<file path="config.mk">
export PLATFORM = sky130hd
export DESIGN_NAME = ser10_loop
export DESIGN_NICKNAME = d
export VERILOG_FILES = /design/src/rtl/ser10_pkg.sv /design/src/rtl/ser10_shifter.sv /design/src/rtl/ser10_txgate.sv /design/src/rtl/ser10_rxsel.sv /design/src/rtl/ser10_loop.sv
export SDC_FILE = /design/constraint.sdc
export NUM_CORES = 1
export LEC_CHECK = 0
export ABC_AREA = 1
export CAP_MARGIN = 10
export CORE_AREA = 10 10 47 49
export CTS_CLUSTER_SIZE = 40
export DETAILED_ROUTE_END_ITERATION = 8
export DIE_AREA = 0 0 57 59
export PLACE_DENSITY_LB_ADDON = 0.2
export SETUP_SLACK_MARGIN = 0.4
export SLEW_MARGIN = 20
export SYNTH_ARGS = -nofsm -noshare
export SYNTH_HDL_FRONTEND = slang
export SYNTH_SLANG_ARGS = --single-unit
</file>
<file path="constraint.sdc">
create_clock -name clk -period 1.15 [get_ports clk]
set_input_delay 0.23 -clock clk [delete_from_list [all_inputs] [get_ports clk]]
set_output_delay 0.23 -clock clk [all_outputs]
set_load 0.05 [all_outputs]
</file>
<file path="src/rtl/ser10_pkg.sv">
package ser10_pkg;

   parameter int unsigned SER_WORD_W = 10;

   typedef enum logic {
      PATH_LINE = 1'b0,
      PATH_WRAP = 1'b1
   } rx_path_e;

endpackage

</file>
<file path="src/rtl/ser10_shifter.sv">
module ser10_shifter #(
   parameter int unsigned WORD_W    = ser10_pkg::SER_WORD_W,
   parameter bit          LSB_FIRST = 1'b1
) (
   input  logic              clk,
   input  logic              rst_n,
   input  logic              load_i,
   input  logic [WORD_W-1:0] word_i,
   output logic              bit_o
);

   localparam int unsigned FIRST_IX = LSB_FIRST ? 0 : WORD_W - 1;
   localparam int unsigned NEXT_IX  = LSB_FIRST ? 1 : WORD_W - 2;

   generate
      if (WORD_W < 2) begin : g_bad_width
         $error("ser10_shifter: WORD_W must be at least 2");
      end
   endgenerate

   logic [WORD_W-1:0] sh_q;
   logic [WORD_W-1:0] sh_next;

   generate
      if (LSB_FIRST) begin : g_lsb
         always_comb sh_next = {1'b0, sh_q[WORD_W-1:1]};
      end else begin : g_msb
         always_comb sh_next = {sh_q[WORD_W-2:0], 1'b0};
      end
   endgenerate

   always_ff @(posedge clk or negedge rst_n) begin
      if (!rst_n)
         sh_q <= '0;
      else if (load_i)
         sh_q <= word_i;
      else
         sh_q <= sh_next;
   end

   assign bit_o = sh_q[FIRST_IX];

   // the first bit of a strobed word appears in the next cycle
   a_r1_capture: assert property (@(posedge clk) disable iff (!rst_n)
      load_i |=> bit_o == $past(word_i[FIRST_IX]));

   // without a strobe, the next bit in order follows
   a_r3_order: assert property (@(posedge clk) disable iff (!rst_n)
      !load_i |=> bit_o == $past(sh_q[NEXT_IX]));

endmodule

</file>
<file path="src/rtl/ser10_txgate.sv">
module ser10_txgate #(
   parameter bit IDLE_LVL = 1'b0
) (
   input  logic wrap_en_i,
   input  logic bit_i,
   output logic line_o,
   output logic wrap_o
);

   assign line_o = wrap_en_i ? IDLE_LVL : bit_i;
   assign wrap_o = bit_i;

endmodule

</file>
<file path="src/rtl/ser10_rxsel.sv">
module ser10_rxsel (
   input  ser10_pkg::rx_path_e path_i,
   input  logic                line_i,
   input  logic                wrap_i,
   output logic                bit_o
);

   always_comb begin
      unique case (path_i)
         ser10_pkg::PATH_WRAP: bit_o = wrap_i;
         default:              bit_o = line_i;
      endcase
   end

endmodule

</file>
<file path="src/rtl/ser10_loop.sv">
module ser10_loop #(
   parameter int unsigned WORD_W    = ser10_pkg::SER_WORD_W,
   parameter bit          LSB_FIRST = 1'b1,
   parameter bit          IDLE_LVL  = 1'b0
) (
   input  logic              clk,
   input  logic              rst_n,
   input  logic [WORD_W-1:0] word_i,
   input  logic              byte_stb_i,
   input  logic              wrap_en_i,
   input  logic              ser_line_i,
   output logic              ser_line_o,
   output logic              ser_wrap_o,
   output logic              rx_bit_o
);

   logic                stream_bit;
   ser10_pkg::rx_path_e rx_path;

   assign rx_path = wrap_en_i ? ser10_pkg::PATH_WRAP : ser10_pkg::PATH_LINE;

   ser10_shifter #(.WORD_W(WORD_W), .LSB_FIRST(LSB_FIRST)) u_shift (
      .clk    (clk),
      .rst_n  (rst_n),
      .load_i (byte_stb_i),
      .word_i (word_i),
      .bit_o  (stream_bit)
   );

   ser10_txgate #(.IDLE_LVL(IDLE_LVL)) u_txgate (
      .wrap_en_i (wrap_en_i),
      .bit_i     (stream_bit),
      .line_o    (ser_line_o),
      .wrap_o    (ser_wrap_o)
   );

   ser10_rxsel u_rxsel (
      .path_i (rx_path),
      .line_i (ser_line_i),
      .wrap_i (ser_wrap_o),
      .bit_o  (rx_bit_o)
   );

   // line output does not move while wrap mode persists
   a_r4_line_static: assert property (@(posedge clk) disable iff (!rst_n)
      (wrap_en_i && $past(wrap_en_i)) |-> $stable(ser_line_o));

   // receiver sees the internal stream in wrap mode
   a_r5_rx_wrap: assert property (@(posedge clk) disable iff (!rst_n)
      wrap_en_i |-> rx_bit_o == ser_wrap_o);

   // receiver sees the external input in normal mode
   a_r6_rx_line: assert property (@(posedge clk) disable iff (!rst_n)
      !wrap_en_i |-> rx_bit_o == ser_line_i);

   // line output mirrors the stream in normal mode
   a_r6_line_data: assert property (@(posedge clk) disable iff (!rst_n)
      !wrap_en_i |-> ser_line_o == ser_wrap_o);

endmodule

</file>
==> flow_metrics.env, run 1 <==
export IMPL_status="finished with violations"
export IMPL_violations="setup timing"
export IMPL_synth_warnings=0
export IMPL_ys_seq_area_share_pct=63.1
export IMPL_io_buffer_count=17
export IMPL_dieArea_um2=3360
export IMPL_gp_congestion=0.676
export IMPL_diodes=0
export IMPL_skew_ns=0.00911
export IMPL_drive_gt1_share_pct=23.9
export IMPL_io_pins=18
export IMPL_reg2reg_depth=2
export IMPL_die_h_um=59
export IMPL_worst_path_buf_inv=1
export IMPL_cts_tree="done"
export IMPL_ant_nets=0
export IMPL_placed_area_um2=652
export IMPL_cts_root_buf="clkbuf_4"
export IMPL_drc=0
export IMPL_final_min_clock_period_ns=1.21
export IMPL_maxCapViolCount=0
export IMPL_rsz0062_at_grt="yes"
export IMPL_syn_inst=47
export IMPL_grt_pass1_wl_um=1430
export IMPL_slew_headroom_pct=91.0
export IMPL_worstPathCellList="nand2_2 -> nand2_4 -> buf_12"
export IMPL_start_kind="flip-flop"
export IMPL_stdcell_count=87
export IMPL_area_growth_pct=71.6
export IMPL_yosys_register_bits=10
export IMPL_critical_path_arrival_ns=0.98
export IMPL_crit_fanout=3
export IMPL_yosysUniqueCellTypes=6
export IMPL_crit_required_ns=0.92
export IMPL_finalHoldViolCount=0
export IMPL_start_util_pct=28.3
export IMPL_avgSynthCellArea_um2=8.44
export IMPL_clockBufferDepth=2
export IMPL_placed_cells=83
export IMPL_clk_pin_slew_worst_paths_ns=0.06
export IMPL_final_cell_area_um2=681
export IMPL_ir_drop_mv=0.799
export IMPL_setup_viol=2
export IMPL_die_width_um=57
export IMPL_postCtsSetupBuffers=0
export IMPL_htree_levels=1
export IMPL_grt_usage_pct=5.44
export IMPL_final_core_util_pct=48.6
export IMPL_crit_slowest_cell="dfrtp_2"
export IMPL_max_freq_mhz=828
export IMPL_post_place_ws_ns=-0.144
export IMPL_routedWlPerCell_um=9.60
export IMPL_nets=87
export IMPL_via_count=351
export IMPL_syn_cell_area_um2=397
export IMPL_min_path_type="in -> async"
export IMPL_antenna_found_initial=0
export IMPL_crit_type="reg -> out"
export IMPL_cp_depth=3
export IMPL_grt_overflow_total=0
export IMPL_top_regs="u_shift.sh_q (10)"
export IMPL_num_rows=14
export IMPL_cts_sinks=10
export IMPL_cts_made_buffers=3
export IMPL_largest_reg_flops=10
export IMPL_largest_register="u_shift.sh_q"
export IMPL_clock_latency_ns=0.26
export IMPL_routed_via_density=4.03
export IMPL_cp_top_family="flip-flops"
export IMPL_place_hpwl_um=684
export IMPL_p_per_area_nw_per_um2=1200
export IMPL_min_period_over_period_pct=105
export IMPL_syn_nets=62
export IMPL_grt_max_degree=11
export IMPL_dr_pass1_iters=1
export IMPL_critPathCaptureType="output pin"
export IMPL_core_area_um2=1400
export IMPL_routed_wl_um=835
export IMPL_fin_ws_ns=-0.0571
export IMPL_final_max_slew_viol_count=0
export IMPL_finalSetupTns_ns=-0.102
export IMPL_grt_pass1_vias=339
export IMPL_p_leak_nw=0.355
export IMPL_cts_hold_buf=0
export IMPL_first_iter_violations=0
export IMPL_worst_pin_slew_ns=0.135
export IMPL_critPathMaxStageDelay_ns=0.44
layout by cell type, fill, tap and decap left out:
master,instances
nand2_1,28
clkdlybuf4s50_1,12
dfrtp_1,9
buf_4,4
clkbuf_4,3
buf_12,3
inv_2,2
inv_1,2
nand2_2,2
dlygate4sd2_1,2
nand2_4,1
nor2_4,1
clkbuf_1,1
dfrtp_2,1
timing repair:
item | CTS | global route
pin swaps | 1 | 0
setup endpoints to repair | 13 | 3
cloned | 0 | 0
resized for setup | 4 | 0
area by class of cell:
cell class / instances / area [µm²]
multi-input combinational: 32 / 140
inverter: 4 / 15.0
tap: 16 / 20.0
fill: 145 / 721
timing repair buffer: 21 / 228
sequential: 10 / 251
clock buffer: 4 / 26.3
power by group:
group          switching [W]  total (W)  internal [W]  leakage [nW]
Clock               0.000108   0.000241      0.000133        0.0150
Combinational      0.0000843   0.000184     0.0000994         0.218
Sequential         0.0000117   0.000393      0.000381         0.122
Total               0.000204   0.000818      0.000614         0.355
worst paths after layout:
| kind | startpoint | to | slack, ns |
|---|---|---|---|
| max in group asynchronous | rst_n | u_shift.sh_q[0]$_DFF_PN0_ | 0.75 |
| min in group clk | u_shift.sh_q[5]$_DFF_PN0_ | u_shift.sh_q[4]$_DFF_PN0_ | 0.43 |
| worst min register to register | u_shift.sh_q[5]$_DFF_PN0_ | u_shift.sh_q[4]$_DFF_PN0_ | 0.43 |
| worst min-delay path | rst_n | u_shift.sh_q[4]$_DFF_PN0_ | 0.26 |
| worst max-delay path | u_shift.sh_q[0]$_DFF_PN0_ | rx_bit_o | -0.06 |
| worst max register to register | u_shift.sh_q[8]$_DFF_PN0_ | u_shift.sh_q[7]$_DFF_PN0_ | 0.58 |
synthesized netlist by cell type:
library cell	count	share of area, %
nand2_1	31	29
buf_6	1	2.8
dfrtp_1	10	63
nor2_1	1	0.95
inv_1	3	2.8
inv_2	1	0.95
logic make-up (layout without fill, tap and decap cells):
logic type / after synthesis / in the layout / share of synthesized area (%)
simple gates: 32 / 32 / 30.3
buf+inv: 5 / 29 / 6.62
flops: 10 / 10 / 63.1
worst reg2reg max path, delay by kind of cell, from the launching register on:
kind	cells	cell delay (ns)
flip-flops	1	0.36
AND/OR/NAND/NOR	2	0.10
per-stage QoR:
stage	hold WS, ns	power (W)
2_1_floorplan	-0.0656	0.000474
3_3_place_gp	0.421	0.000585
3_5_place_dp	0.427	0.000587
4_1_cts	0.255	0.000836
5_1_grt	0.248	0.000879
6_report	0.256	0.000818
metal layers:
layer	vias to the layer above	GRT usage [%]	share of wire, %
li1	184	-	-
met1	152	5.32	40
met2	13	8.68	51
met3	2	4.08	7.8
met4	0	2.01	1.1
met5	-	0	0
Power figures use the tool's default switching activity.
==> run 2: changes to the inputs <==
--- a/config.mk
+++ b/config.mk
@@ -13,7 +13,8 @@
 export DIE_AREA = 0 0 57 59
 export PLACE_DENSITY_LB_ADDON = 0.2
 export SETUP_SLACK_MARGIN = 0.4
-export SLEW_MARGIN = 20
+export SLEW_MARGIN = 40
 export SYNTH_ARGS = -nofsm -noshare
 export SYNTH_HDL_FRONTEND = slang
+export SYNTH_HIERARCHICAL = 1
 export SYNTH_SLANG_ARGS = --single-unit
==> flow_metrics.env, run 2 <==
export IMPL_htree_levels=1
export IMPL_largest_register="u_shift/sh_q"
export IMPL_drc=0
export IMPL_first_iter_violations=5
export IMPL_synth_flop_cell="dfrtp_1"
export IMPL_grt_pass1_wl_um=1720
export IMPL_fin_ws_ns=-0.0886
export IMPL_critical_path_arrival_ns=1.01
export IMPL_grt_usage_pct=6.67
export IMPL_skew_ns=0.00108
export IMPL_die_h_um=59
export IMPL_ant_nets=0
export IMPL_synth_most_common_cell="nand2_1"
export IMPL_area_growth_pct=75.1
export IMPL_grt_max_degree=11
export IMPL_setup_viol=2
export IMPL_synth_top_area_share_pct=61.5
export IMPL_num_rows=14
export IMPL_min_path_type="in -> async"
export IMPL_register_area_um2=251
export IMPL_cts_hold_buf=0
export IMPL_min_period_over_period_pct=108
export IMPL_yosysUniqueCellTypes=7
export IMPL_layout_cells_most_common_list="28 x nand2_1, 12 x clkdlybuf4s50_1, 9 x dfrtp_1"
export IMPL_syn_cell_area_um2=407
export IMPL_top_regs="u_shift/sh_q (10)"
export IMPL_finalSetupTns_ns=-0.154
export IMPL_grt_pass1_vias=416
export IMPL_rsz0062_at_grt="yes"
export IMPL_post_place_ws_ns=-0.218
export IMPL_synth_warnings=6
export IMPL_p_per_area_nw_per_um2=1270
export IMPL_die_width_um=57
export IMPL_antenna_found_initial=0
export IMPL_dieArea_um2=3360
export IMPL_routed_via_density=4.24
export IMPL_io_buffer_count=17
export IMPL_diodes=0
export IMPL_clock_latency_ns=0.26
export IMPL_multi_input_area_um2=154
export IMPL_final_max_slew_viol_count=0
export IMPL_synth_async_reset_ratio_pct=100
export IMPL_avgSynthCellArea_um2=8.47
export IMPL_dr_pass1_iters=3
export IMPL_clockBufferDepth=2
export IMPL_gp_congestion=0.707
export IMPL_final_min_clock_period_ns=1.24
export IMPL_nets=88
export IMPL_cts_made_buffers=3
export IMPL_via_count=373
export IMPL_clk_pin_slew_worst_paths_ns=0.07
export IMPL_crit_required_ns=0.92
export IMPL_postCtsSetupBuffers=0
export IMPL_routedWlPerCell_um=10.7
export IMPL_routed_wl_um=939
export IMPL_synth_edf_count=0
export IMPL_max_freq_mhz=807
export IMPL_syn_nets=63
export IMPL_cts_tree="done"
export IMPL_netlist_top_cells_count="31 x nand2_1, 10 x dfrtp_1, 3 x inv_1"
export IMPL_worst_pin_slew_ns=0.138
export IMPL_syn_inst=48
export IMPL_largest_reg_flops=10
export IMPL_grt_overflow_total=0
export IMPL_drive_gt1_share_pct=26.4
export IMPL_final_common_cell="nand2_1"
export IMPL_start_kind="flip-flop"
export IMPL_crit_type="reg -> out"
export IMPL_finalHoldViolCount=0
export IMPL_p_leak_nw=0.372
export IMPL_placed_area_um2=674
export IMPL_maxCapViolCount=0
export IMPL_yosys_register_bits=10
export IMPL_status="finished with violations"
export IMPL_cts_root_buf="clkbuf_4"
export IMPL_final_cell_area_um2=712
export IMPL_violations="setup timing"
export IMPL_cts_sinks=10
export IMPL_critPathCaptureType="output pin"
export IMPL_synth_top_cells_by_area="dfrtp_1 62%, nand2_1 29%, buf_6 2.8%, inv_1 2.8%, buf_4 1.8%"
export IMPL_slew_headroom_pct=90.8
export IMPL_fillers=143
export IMPL_crit_fanout=3
export IMPL_yosysTopAreaCell="dfrtp_1"
export IMPL_place_hpwl_um=799
export IMPL_io_pins=18
export IMPL_start_util_pct=29.0
export IMPL_hold_slack_ns=0.251
export IMPL_ir_drop_mv=0.796
export IMPL_ys_seq_area_share_pct=61.5
export IMPL_core_area_um2=1400
-- run 2: cell count changes in the layout (fill, tap and decap cells not counted) --
| cell | before | now |
|---|---|---|
| clkbuf_8 | 0 | 1 |
| clkbuf_1 | 1 | 0 |
| nand2_2 | 2 | 1 |
| buf_4 | 4 | 5 |
| nand2_8 | 0 | 1 |
-- run 2: worst paths after layout --
path / start / to / slack (ns) / cells after the start
setup / recovery: u_shift/sh_q[0]$_DFF_PN0_ / rx_bit_o / -0.09 / 3
hold / removal: rst_n / u_shift/sh_q[4]$_DFF_PN0_ / 0.25 / 2
setup reg to reg: u_shift/sh_q[9]$_DFF_PN0_ / u_shift/sh_q[8]$_DFF_PN0_ / 0.57 / 2
hold reg to reg: u_shift/sh_q[1]$_DFF_PN0_ / u_shift/sh_q[0]$_DFF_PN0_ / 0.44 / 2
max in group asynchronous: rst_n / u_shift/sh_q[0]$_DFF_PN0_ / 0.75 / 2
min in group clk: byte_stb_i / u_shift/sh_q[0]$_DFF_PN0_ / 0.44 / 4
-- run 2: logic make-up after synthesis --
family / Yosys count / share of synthesized area [%]
simple gates: 32 / 30.2
flops: 10 / 61.5
buf+inv: 6 / 8.31
-- run 2: per-layer routing --
| layer | part of all wire [%] | vias to the layer above | global-route usage [%] |
|---|---|---|---|
| li1 | - | 185 | - |
| met1 | 37 | 174 | 6.08 |
| met2 | 54 | 10 | 11.3 |
| met3 | 6.5 | 4 | 3.22 |
| met4 | 2.8 | 0 | 5.03 |
| met5 | 0 | - | 0 |
-- run 2: area by class of cell --
| cell class | count | share of cell area [%] |
|---|---|---|
| Clock buffer | 4 | 5.10 |
| Inverter | 4 | 2.11 |
| Multi-Input combinational cell | 32 | 21.6 |
| Sequential cell | 10 | 35.3 |
| Tap cell | 16 | 2.81 |
| Timing Repair Buffer | 22 | 33.0 |
-- run 2: what timing repair did --
item	4_1_cts	5_1_grt
gates resized for setup	5	0
pin swaps	0	1
hold endpoints to repair	0	0
gates cloned	0	0
endpoints found under the setup margin	13	3
-- run 2: per-stage QoR --
stage	power (W)	utilization (%)	std cells
2_1_floorplan	0.000488	-	48
3_3_place_gp	0.000595	48.1	84
3_5_place_dp	0.000599	48.1	84
4_1_cts	0.000917	50.8	88
5_1_grt	0.000946	50.8	88
6_report	0.000901	50.8	88
-- run 2: report_power, final --
part           leakage, nW  internal, W  switching (W)
combinational        0.229     0.000105      0.0000902
sequential           0.122     0.000381      0.0000130
clock               0.0210     0.000192       0.000120
-- run 2: worst max-delay path: stages (launching register included) --
cell and delay (ns):
dfrtp_2 0.45, nand2_4 0.10, nand2_8 0.05, buf_12 0.14
